==> src/rtl/hfilt_pkg.sv <==
package hfilt_pkg;

    localparam int unsigned HF_BYTE_W     = 8;
    localparam int unsigned HF_ADDR_BYTES = 6;
    localparam int unsigned HF_IDX_W      = 6;
    localparam int unsigned HF_TBL_BITS   = 1 << HF_IDX_W;
    localparam int unsigned HF_POS_W      = $clog2(HF_ADDR_BYTES);

    typedef enum logic [1:0] {
        ST_IDLE    = 2'd0,
        ST_COLLECT = 2'd1,
        ST_HOLD    = 2'd2
    } hf_state_t;

    typedef struct packed {
        logic mc_en;
        logic uc_en;
        logic copy_all;
    } hf_ctrl_t;

    // Contribution of one address byte to the folded index.
    // Bit i of byte number pos is address bit 8*pos+i, which feeds index bit (8*pos+i) mod 6.
    function automatic logic [HF_IDX_W-1:0] hf_fold_byte(
        input logic [HF_BYTE_W-1:0] b,
        input logic [HF_POS_W-1:0]  pos
    );
        logic [HF_IDX_W-1:0] r;
        int unsigned n;
        r = '0;
        for (int unsigned i = 0; i < HF_BYTE_W; i++) begin
            n = int'(pos) * HF_BYTE_W + i;
            r[n % HF_IDX_W] = r[n % HF_IDX_W] ^ b[i];
        end
        return r;
    endfunction

endpackage

==> src/rtl/hfilt_cfg_regs.sv <==
module hfilt_cfg_regs
    import hfilt_pkg::*;
#(
    parameter int unsigned DATA_W = 32,
    parameter int unsigned ADDR_W = 2
)(
    input  logic                   clk,
    input  logic                   rst_n,
    input  logic                   wr_en,
    input  logic [ADDR_W-1:0]      wr_addr,
    input  logic [DATA_W-1:0]      wr_data,
    output hf_ctrl_t               ctrl,
    output logic [HF_TBL_BITS-1:0] hash_tbl
);

    localparam int unsigned NWORDS = HF_TBL_BITS / DATA_W;

    // Address 0: control word
    always_ff @(posedge clk) begin
        if (!rst_n) begin
            ctrl <= '0;
        end else if (wr_en && wr_addr == ADDR_W'(0)) begin
            ctrl.copy_all <= wr_data[0];
            ctrl.uc_en    <= wr_data[1];
            ctrl.mc_en    <= wr_data[2];
        end
    end

    // Addresses 1..NWORDS: hash table words, lowest bits first
    for (genvar w = 0; w < NWORDS; w++) begin : g_word
        logic [DATA_W-1:0] word_q;
        always_ff @(posedge clk) begin
            if (!rst_n) begin
                word_q <= '0;
            end else if (wr_en && wr_addr == ADDR_W'(w + 1)) begin
                word_q <= wr_data;
            end
        end
        assign hash_tbl[w*DATA_W +: DATA_W] = word_q;
    end

endmodule

==> src/rtl/hfilt_index_acc.sv <==
module hfilt_index_acc
    import hfilt_pkg::*;
(
    input  logic                 clk,
    input  logic                 rst_n,
    input  logic                 clear,
    input  logic                 take,
    input  logic [HF_POS_W-1:0]  pos,
    input  logic [HF_BYTE_W-1:0] byte_in,
    output logic [HF_IDX_W-1:0]  idx_nxt,
    output logic                 da0_q
);

    logic [HF_IDX_W-1:0] idx_q;

    always_comb begin
        idx_nxt = idx_q;
        if (take) begin
            idx_nxt = idx_q ^ hf_fold_byte(byte_in, pos);
        end
    end

    always_ff @(posedge clk) begin
        if (!rst_n) begin
            idx_q <= '0;
            da0_q <= 1'b0;
        end else if (clear) begin
            idx_q <= '0;
            da0_q <= 1'b0;
        end else if (take) begin
            idx_q <= idx_nxt;
            if (pos == '0) begin
                da0_q <= byte_in[0];
            end
        end
    end

endmodule

==> src/rtl/hfilt_ctrl.sv <==
module hfilt_ctrl
    import hfilt_pkg::*;
(
    input  logic                clk,
    input  logic                rst_n,
    input  logic                frame_start,
    input  logic                byte_valid,
    input  logic                accept_now,
    input  logic                mcast_now,
    input  logic                hit_now,
    output logic                take,
    output logic [HF_POS_W-1:0] pos,
    output logic                dec_valid,
    output logic                dec_accept,
    output logic                dec_mcast,
    output logic                dec_hash_hit
);

    localparam logic [HF_POS_W-1:0] LAST_POS = HF_POS_W'(HF_ADDR_BYTES - 1);

    hf_state_t state_q, state_d;
    logic      last;

    assign take = byte_valid && !frame_start && (state_q == ST_COLLECT);
    assign last = take && (pos == LAST_POS);

    always_comb begin
        state_d = state_q;
        unique case (state_q)
            ST_IDLE:    if (frame_start) state_d = ST_COLLECT;
            ST_COLLECT: if (!frame_start && last) state_d = ST_HOLD;
            ST_HOLD:    if (frame_start) state_d = ST_COLLECT;
            default:    state_d = ST_IDLE;
        endcase
    end

    // State register and byte position
    always_ff @(posedge clk) begin
        if (!rst_n) begin
            state_q <= ST_IDLE;
            pos     <= '0;
        end else begin
            state_q <= state_d;
            if (frame_start) begin
                pos <= '0;
            end else if (take) begin
                pos <= pos + 1'b1;
            end
        end
    end

    // Decision outputs
    always_ff @(posedge clk) begin
        if (!rst_n || frame_start) begin
            dec_valid    <= 1'b0;
            dec_accept   <= 1'b0;
            dec_mcast    <= 1'b0;
            dec_hash_hit <= 1'b0;
        end else if (last) begin
            dec_valid    <= 1'b1;
            dec_accept   <= accept_now;
            dec_mcast    <= mcast_now;
            dec_hash_hit <= hit_now;
        end
    end

endmodule

==> src/rtl/addr_hash_filter.sv <==
module addr_hash_filter
    import hfilt_pkg::*;
#(
    parameter int unsigned CFG_DATA_W = 32,
    parameter int unsigned CFG_ADDR_W = 2
)(
    input  logic                  clk,
    input  logic                  rst_n,
    input  logic                  frame_start,
    input  logic                  byte_valid,
    input  logic [HF_BYTE_W-1:0]  byte_data,
    input  logic                  cfg_wr,
    input  logic [CFG_ADDR_W-1:0] cfg_addr,
    input  logic [CFG_DATA_W-1:0] cfg_wdata,
    output logic                  dec_valid,
    output logic                  dec_accept,
    output logic                  dec_mcast,
    output logic                  dec_hash_hit
);

    hf_ctrl_t               ctrl;
    logic [HF_TBL_BITS-1:0] hash_tbl;
    logic [HF_IDX_W-1:0]    idx_nxt;
    logic                   da0_q;
    logic                   take;
    logic [HF_POS_W-1:0]    pos;
    logic                   hash_bit, hit_now, accept_now;

    hfilt_cfg_regs #(
        .DATA_W (CFG_DATA_W),
        .ADDR_W (CFG_ADDR_W)
    ) u_regs (
        .clk      (clk),
        .rst_n    (rst_n),
        .wr_en    (cfg_wr),
        .wr_addr  (cfg_addr),
        .wr_data  (cfg_wdata),
        .ctrl     (ctrl),
        .hash_tbl (hash_tbl)
    );

    hfilt_index_acc u_acc (
        .clk     (clk),
        .rst_n   (rst_n),
        .clear   (frame_start),
        .take    (take),
        .pos     (pos),
        .byte_in (byte_data),
        .idx_nxt (idx_nxt),
        .da0_q   (da0_q)
    );

    assign hash_bit   = hash_tbl[idx_nxt];
    assign hit_now    = hash_bit && (da0_q ? ctrl.mc_en : ctrl.uc_en);
    assign accept_now = ctrl.copy_all || hit_now;

    hfilt_ctrl u_ctrl (
        .clk          (clk),
        .rst_n        (rst_n),
        .frame_start  (frame_start),
        .byte_valid   (byte_valid),
        .accept_now   (accept_now),
        .mcast_now    (da0_q),
        .hit_now      (hit_now),
        .take         (take),
        .pos          (pos),
        .dec_valid    (dec_valid),
        .dec_accept   (dec_accept),
        .dec_mcast    (dec_mcast),
        .dec_hash_hit (dec_hash_hit)
    );

endmodule

==> config.mk <==
export PLATFORM = sky130hd
export DESIGN_NAME = addr_hash_filter
export DESIGN_NICKNAME = d
export VERILOG_FILES = /design/src/rtl/hfilt_pkg.sv /design/src/rtl/hfilt_cfg_regs.sv /design/src/rtl/hfilt_index_acc.sv /design/src/rtl/hfilt_ctrl.sv /design/src/rtl/addr_hash_filter.sv
export SDC_FILE = /design/constraint.sdc
export NUM_CORES = 1
export LEC_CHECK = 0
export CAP_MARGIN = 40
export CORE_MARGIN = 4
export CORE_UTILIZATION = 40
export CTS_BUF_LIST = sky130_fd_sc_hd__clkbuf_2 sky130_fd_sc_hd__clkbuf_4 sky130_fd_sc_hd__clkbuf_8
export DETAILED_ROUTE_END_ITERATION = 10
export GPL_ROUTABILITY_DRIVEN = 0
export REMOVE_ABC_BUFFERS = 1
export SYNTH_ARGS = -nofsm -noshare
export SYNTH_HDL_FRONTEND = slang
export SYNTH_SLANG_ARGS = --single-unit
==> constraint.sdc <==
create_clock -name clk -period 10.5 [get_ports clk]
set_input_delay 2.1 -clock clk [delete_from_list [all_inputs] [get_ports clk]]
set_output_delay 2.1 -clock clk [all_outputs]
set_load 0.01 [all_outputs]
== Word level (Yosys, flattened, before mapping) ==
Memory sizes are Yosys's and may differ from the RTL's.
Cells that the tools add are included.
Storage, ports and cells
  register bits after elaboration: 83
  memory bits (read-only): 8
  bits of input ports: 47
  memories kept: 1
Operators by class
  add/sub/neg operators: 8
  div/mod/pow operators: 8
  $lt $le $gt $ge: 17
  equality and inequality tests: 7
  mux-type cells: 45
  bitwise gates (word level): 11
  reduce and logical (&&, ||, !) cells: 27
Memory list
  (no name shown): words 8, width 1, rd ports 1, clocked after memory_dff 0, wr ports 0, RTL line hfilt_pkg.sv:32  | r[n % HF_IDX_W] = r[n % HF_IDX_W] ^ b[i];
Operators by type and width (count)
  $ge A32 B1 Y1 const B: 8
  $lt A32 B4 Y1 const B: 8
  $mod A32 B3 Y32 const B: 7
  $bwmux W6: 7
  $mod A6 B3 Y32 const B: 1
  $add A6 B3 Y7 const B: 4
  $demux W1 S3: 8
  $bmux W1 S3: 7
  $mux W1: 18
  $logic_and A1 B1 Y1: 16
  $add A6 B2 Y7 const B: 2
  $xor A1 B1 Y1: 8
  $add A6 B1 Y7 const B: 1
  $lt A6 B7 Y1 const B: 1
  $and A6 B6 Y6: 1
  $bmux W1 S6: 1
  $mux W6: 1
  $xor A6 B6 Y6: 1
  $eq A2 B1 Y1 const B: 2
  $eq A2 B2 Y1 const B: 2
  $logic_not A2 Y1: 2
  $mux W2: 2
  $pmux W2 S2: 1
  $reduce_and A2 Y1: 2
  9 further kinds: 12

== Depth between registers and ports, before layout ==
  depth in word-level cells: 40
  gate-level depth with buffers: 40
  mapped depth without buffers: 32

== By module ==
From an unflattened synthesis, not the netlist that was laid out.
Second synthesis, totals
  cell total of the unflattened synthesis: 721
  area, all modules: 6307.3 um^2
By module, submodules not included
  hfilt_index_acc: times used 1, cells an instance 370, area an instance 2727.6 um^2, seq. area each 140.1 um^2
  hfilt_cfg_regs: times used 1, cells an instance 255, area an instance 2549.9 um^2, seq. area each 1341.3 um^2
  addr_hash_filter: times used 1, cells an instance 52, area an instance 625.6 um^2, seq. area each 0.0 um^2
  hfilt_ctrl: times used 1, cells an instance 44, area an instance 404.1 um^2, seq. area each 180.2 um^2

== Worst setup path after synthesis ==
No wires, ideal clock.
  path kind: register to register
  start: register u_ctrl.pos[1]
  end: register u_ctrl.dec_accept
  library setup time: 0.091 ns
  arrival: 7.426 ns
  required time: 10.409 ns
  slack: 2.983 ns
  stages on the path, launching flop included: 38
  buffers on the path: 7
  period minus slack after synthesis: 7.517 ns
  cell sequence: dfxtp_1 > buf_6 > nor2b_1 > ha_1 > inv_1 > nand2_2 > inv_2 > buf_6 > ha_1 > buf_6 > clkbuf_1 > buf_1 > mux2_2 > inv_1 > ha_1 > nor3b_1 > o2bb2ai_4 > or3_1 > (+2 left out) > o32a_1 > buf_6 > inv_2 > nand2b_2 > ha_1 > nand3_1 > a211o_1 > o21ai_1 > o21ai_2 > and3_1 > or4_1 > buf_2 > nand3_1 > nor3_1 > o41ai_2 > o2111a_1 > a31oi_1 > a311oi_1
On the way
  word-level cells in the longest chain between the ends: 40
  elaborated cells on any way between the ends: 95
RTL lines
  start, declared: RTL line hfilt_ctrl.sv:12  | output logic [HF_POS_W-1:0] pos,
  start signal, assigned: RTL line hfilt_ctrl.sv:47  | pos <= pos + 1'b1;
  parallel branches: the longest is 40 deep, another holds $mod A32 B3 Y32
  end signal, assigned: RTL line hfilt_ctrl.sv:61  | dec_accept <= accept_now;
  end, declared: RTL line hfilt_ctrl.sv:14  | output logic dec_accept,
Parallel ways; which one is timed is not known. The select of a mux whose other input is x is not followed.
A chain may end at the register's enable or synchronous reset.

== Final worst setup path ==
Ends and elaborated chain as after synthesis.

==> results.md <==
* Status: completed
* CTS tree: done
* R2R depth at 31
* Min-delay src: u_regs.g_word[0].word_q[1]
* CTS H-tree depth at 3
* Req. time, crit path at about 11 ns
* Initial core utilization at 40.8%
* Sw frac at a little under a third
* Most frequent cell after synthesis: nand2_1
* Area leader, netlist: dfxtp_1
* # DRC at 0
* Setup Fix Bufs, Post-CTS at 0
* Detail Route Antenna Nets at 0
* VDD IR max at about 61 uV
* Quantity of gates resized following cts at 0
* Worst-margin pin slew at 0.931 ns
* Vias in the first global route at ~8000
* Slew Limit Fails at 0
* Critical Path End Type: flop
* Clock transition at path regs at around 0.080 ns
* Pwr Density at roughly 79 mW/mm^2
* Mapped Cells at 1181
* Ys async rst share at 0%
* CTS sink cnt at 83
* Vias at approximately 9000
* Area contributors post-synth: dfxtp_1 (19%), nand2_1 (8.9%), a21boi_0 (6.1%), ha_1 (5.7%), a21oi_1 (3.5%)
* DRT Wirelength at between 20000 and 30000 um
* Die Width at roughly 150 um
* Worst hold margin at about 0.47 ns
* Setup_tns at 0 ns
* Core area at between 0.02 and 0.025 mm^2
* First-pass iteration count of the detailed router at 7
* Post-synth EDFFs at 0
* CP Class: reg2reg
* Sequential element share of the synthesized area at between 10% and 20%
* Worst-Skew Late Latency at between 0.3 and 0.4 ns
* Hpwl dp at between 15000 and 20000 um
* Critical path launch point type: flop
* Worst path arrival time at slightly below 10 ns
* Die Y at ~150 um
* Initial drt markers at 834
* First-pass GRT wire length at a little over 40000 um
* Die ar. at ~0.024 mm^2
* Worst Skew at about 0.018 ns
* Clock Path Buffers at 2
* Drt via density at 6.02
* Clock buffer count from CTS at 9
* GR Overflow Total at 0
* Logic pwr share at 23.9%
* PortBufs at 50
* Final number of setup-violating endpoints at 0
* P_int at a little over 500 uW
* Standard-cell rows at between 50 and 60
* MaxCap Viol Count at 0
* RSZ-0062 raised after global routing: false
* ANT cells at 0
* Fin crit share at between 90% and 100%
* Commonest cells post-synth: nand2_1 (204), dfxtp_1 (83), a21boi_0 (70)
* Placed cell area at roughly 0.009 mm^2
* Worst hold path class: reg2reg
* Crit-path max FO at 20
* Reg power frac at roughly 44%
* Pin count of the biggest net entering global routing at 71
* Critical Path Slowest Stage Cell: dfxtp_1
* Synth Area per Inst at roughly 7.3 um^2
* Hold endpoint: u_regs.g_word[0].word_q[1]
* Area Growth Syn to Fin at 9.50%
* CTS Root Cell: clkbuf_8
* Top cell by count, worst path: ha_1
* IO Count at between 50 and 60
* Synth Register Bits at 83
* Reg2reg end: u_ctrl.dec_accept
* Final hold violation count at 0
* Initial antenna violation count at 0
* Wirelength per Cell at around 17 um
* Design area at between 0.009 and 0.01 mm^2
* GRT Total Usage at roughly a fifth
* Max Clk Rate at about 0.11 GHz
* Sw Pwr at 234 uW
* # nets final at roughly 1300
* Min Tclk post-route at ~9.5 ns
* Static leakage power at between 0.003 and 0.004 uW
* Crit-path max cell delay at roughly 0.66 ns
* Layout cells sized above 1 at under 10%
* Synth top area share at approximately 19%
* Synth unique cells at approximately 110
* CTS Hold Buffers Added at 0
* R2r setup slk at 1.03 ns
* Clock power share at about a third
* Hold depth at 2
* Reg-to-Reg Start: u_ctrl.pos[1]
* Max-slew headroom at a little under two fifths
* Synth warnings at 0
* Mapped Area at ~0.0086 mm^2
* Ys flop type: dfxtp_1
## sequential cells by signal (all words and copies together) (netlist names)
signal,cells
u_ctrl.pos,3
u_acc.idx_q,6
u_acc.da0_q,1
u_regs.g_word.word_q,64
u_regs.ctrl,3
u_ctrl.dec_accept,1
u_ctrl.state_q,2
u_ctrl.dec_valid,1
u_ctrl.dec_mcast,1
u_ctrl.dec_hash_hit,1
## metrics by stage
stage	utilization, %	power (uW)	setup slack [ns]	cells
after global routing	44.7	785	0.303	1461
after detailed placement	43.7	513	1.21	1445
after floorplan	-	450	1.24	1104
after global placement	43.7	513	1.44	1445
after CTS	44.7	753	1.17	1461
final	44.7	746	1.03	1461
## per-layer routing
metal  up-vias  GRT usage (%)  routed length, um
met2       321           31.6              11100
li1       4354              -                  -
met5         -              0                  0
met4         0           4.92                373
met3        34           3.28               1790
met1      4093           30.5              12100
## worst max-delay path, delay by kind of cell (launching register included)
kind	cells	cell delay, ns
simple gates	7	1.70
flops	1	0.66
xor+xnor	2	0.85
compound gates	11	2.73
mux	1	0.40
fa+ha+maj	4	1.84
buf+inv	6	1.10
## cells by family after synthesis
group                      Yosys count  synth area share [%]
xor gates and xnor gates            16                  2.26
buffers and inverters              113                  5.76
adders and majority gates           39                  5.65
other                                2                0.0870
and+or+nand+nor                    522                  31.2
DFF                                 83                  19.3
muxes                               24                  2.87
AOI/OAI and AO/OA                  382                  32.9
## power by group through the flow
stage                     Combinational (uW)  Sequential, uW  Clock [uW]
after detailed placement                 175             339           0
after global routing                     196             333         256
after floorplan                          113             337           0
after global placement                   175             338           0
after CTS                                175             331         246
final                                    178             331         236
## layout by cell type, fill, tap and decap left out, types with 17 or more instances in the layout
cell type / instances
a2111oi_0: 21
a211oi_1: 31
a21boi_0: 70
a21oi_1: 61
a22oi_1: 21
clkdlybuf4s50_1: 49
dfxtp_1: 82
ha_1: 39
inv_1: 27
mux2i_1: 18
nand2_1: 204
nand2b_1: 38
nand3_1: 46
nand3b_1: 25
nor2_1: 67
nor2b_1: 17
nor3_1: 21
o21ai_0: 36
## how the worst max path moves through the flow
stage / from / endpoint / slack (ns) / cells after the start
floorplan: u_ctrl.pos[1] / u_ctrl.dec_accept / 1.24 / 29
global placement: u_ctrl.pos[1] / u_ctrl.dec_accept / 1.44 / 29
detailed placement: u_ctrl.pos[1] / u_ctrl.dec_accept / 1.21 / 29
CTS: u_ctrl.pos[1] / u_ctrl.dec_accept / 1.17 / 32
global route: u_ctrl.pos[1] / u_ctrl.dec_accept / 0.30 / 31
finish: u_ctrl.pos[1] / u_ctrl.dec_accept / 1.03 / 31
## final cells by class
type | count | area (um^2)
clock buffers | 10 | 131
clock inverters | 6 | 66.3
fillers | 2167 | 11700
inverters | 32 | 123
multi-input cells | 989 | 6510
flip-flops and latches | 83 | 1660
well taps | 275 | 344
repair buffers | 66 | 616
(Power assumes the default switching activity.)
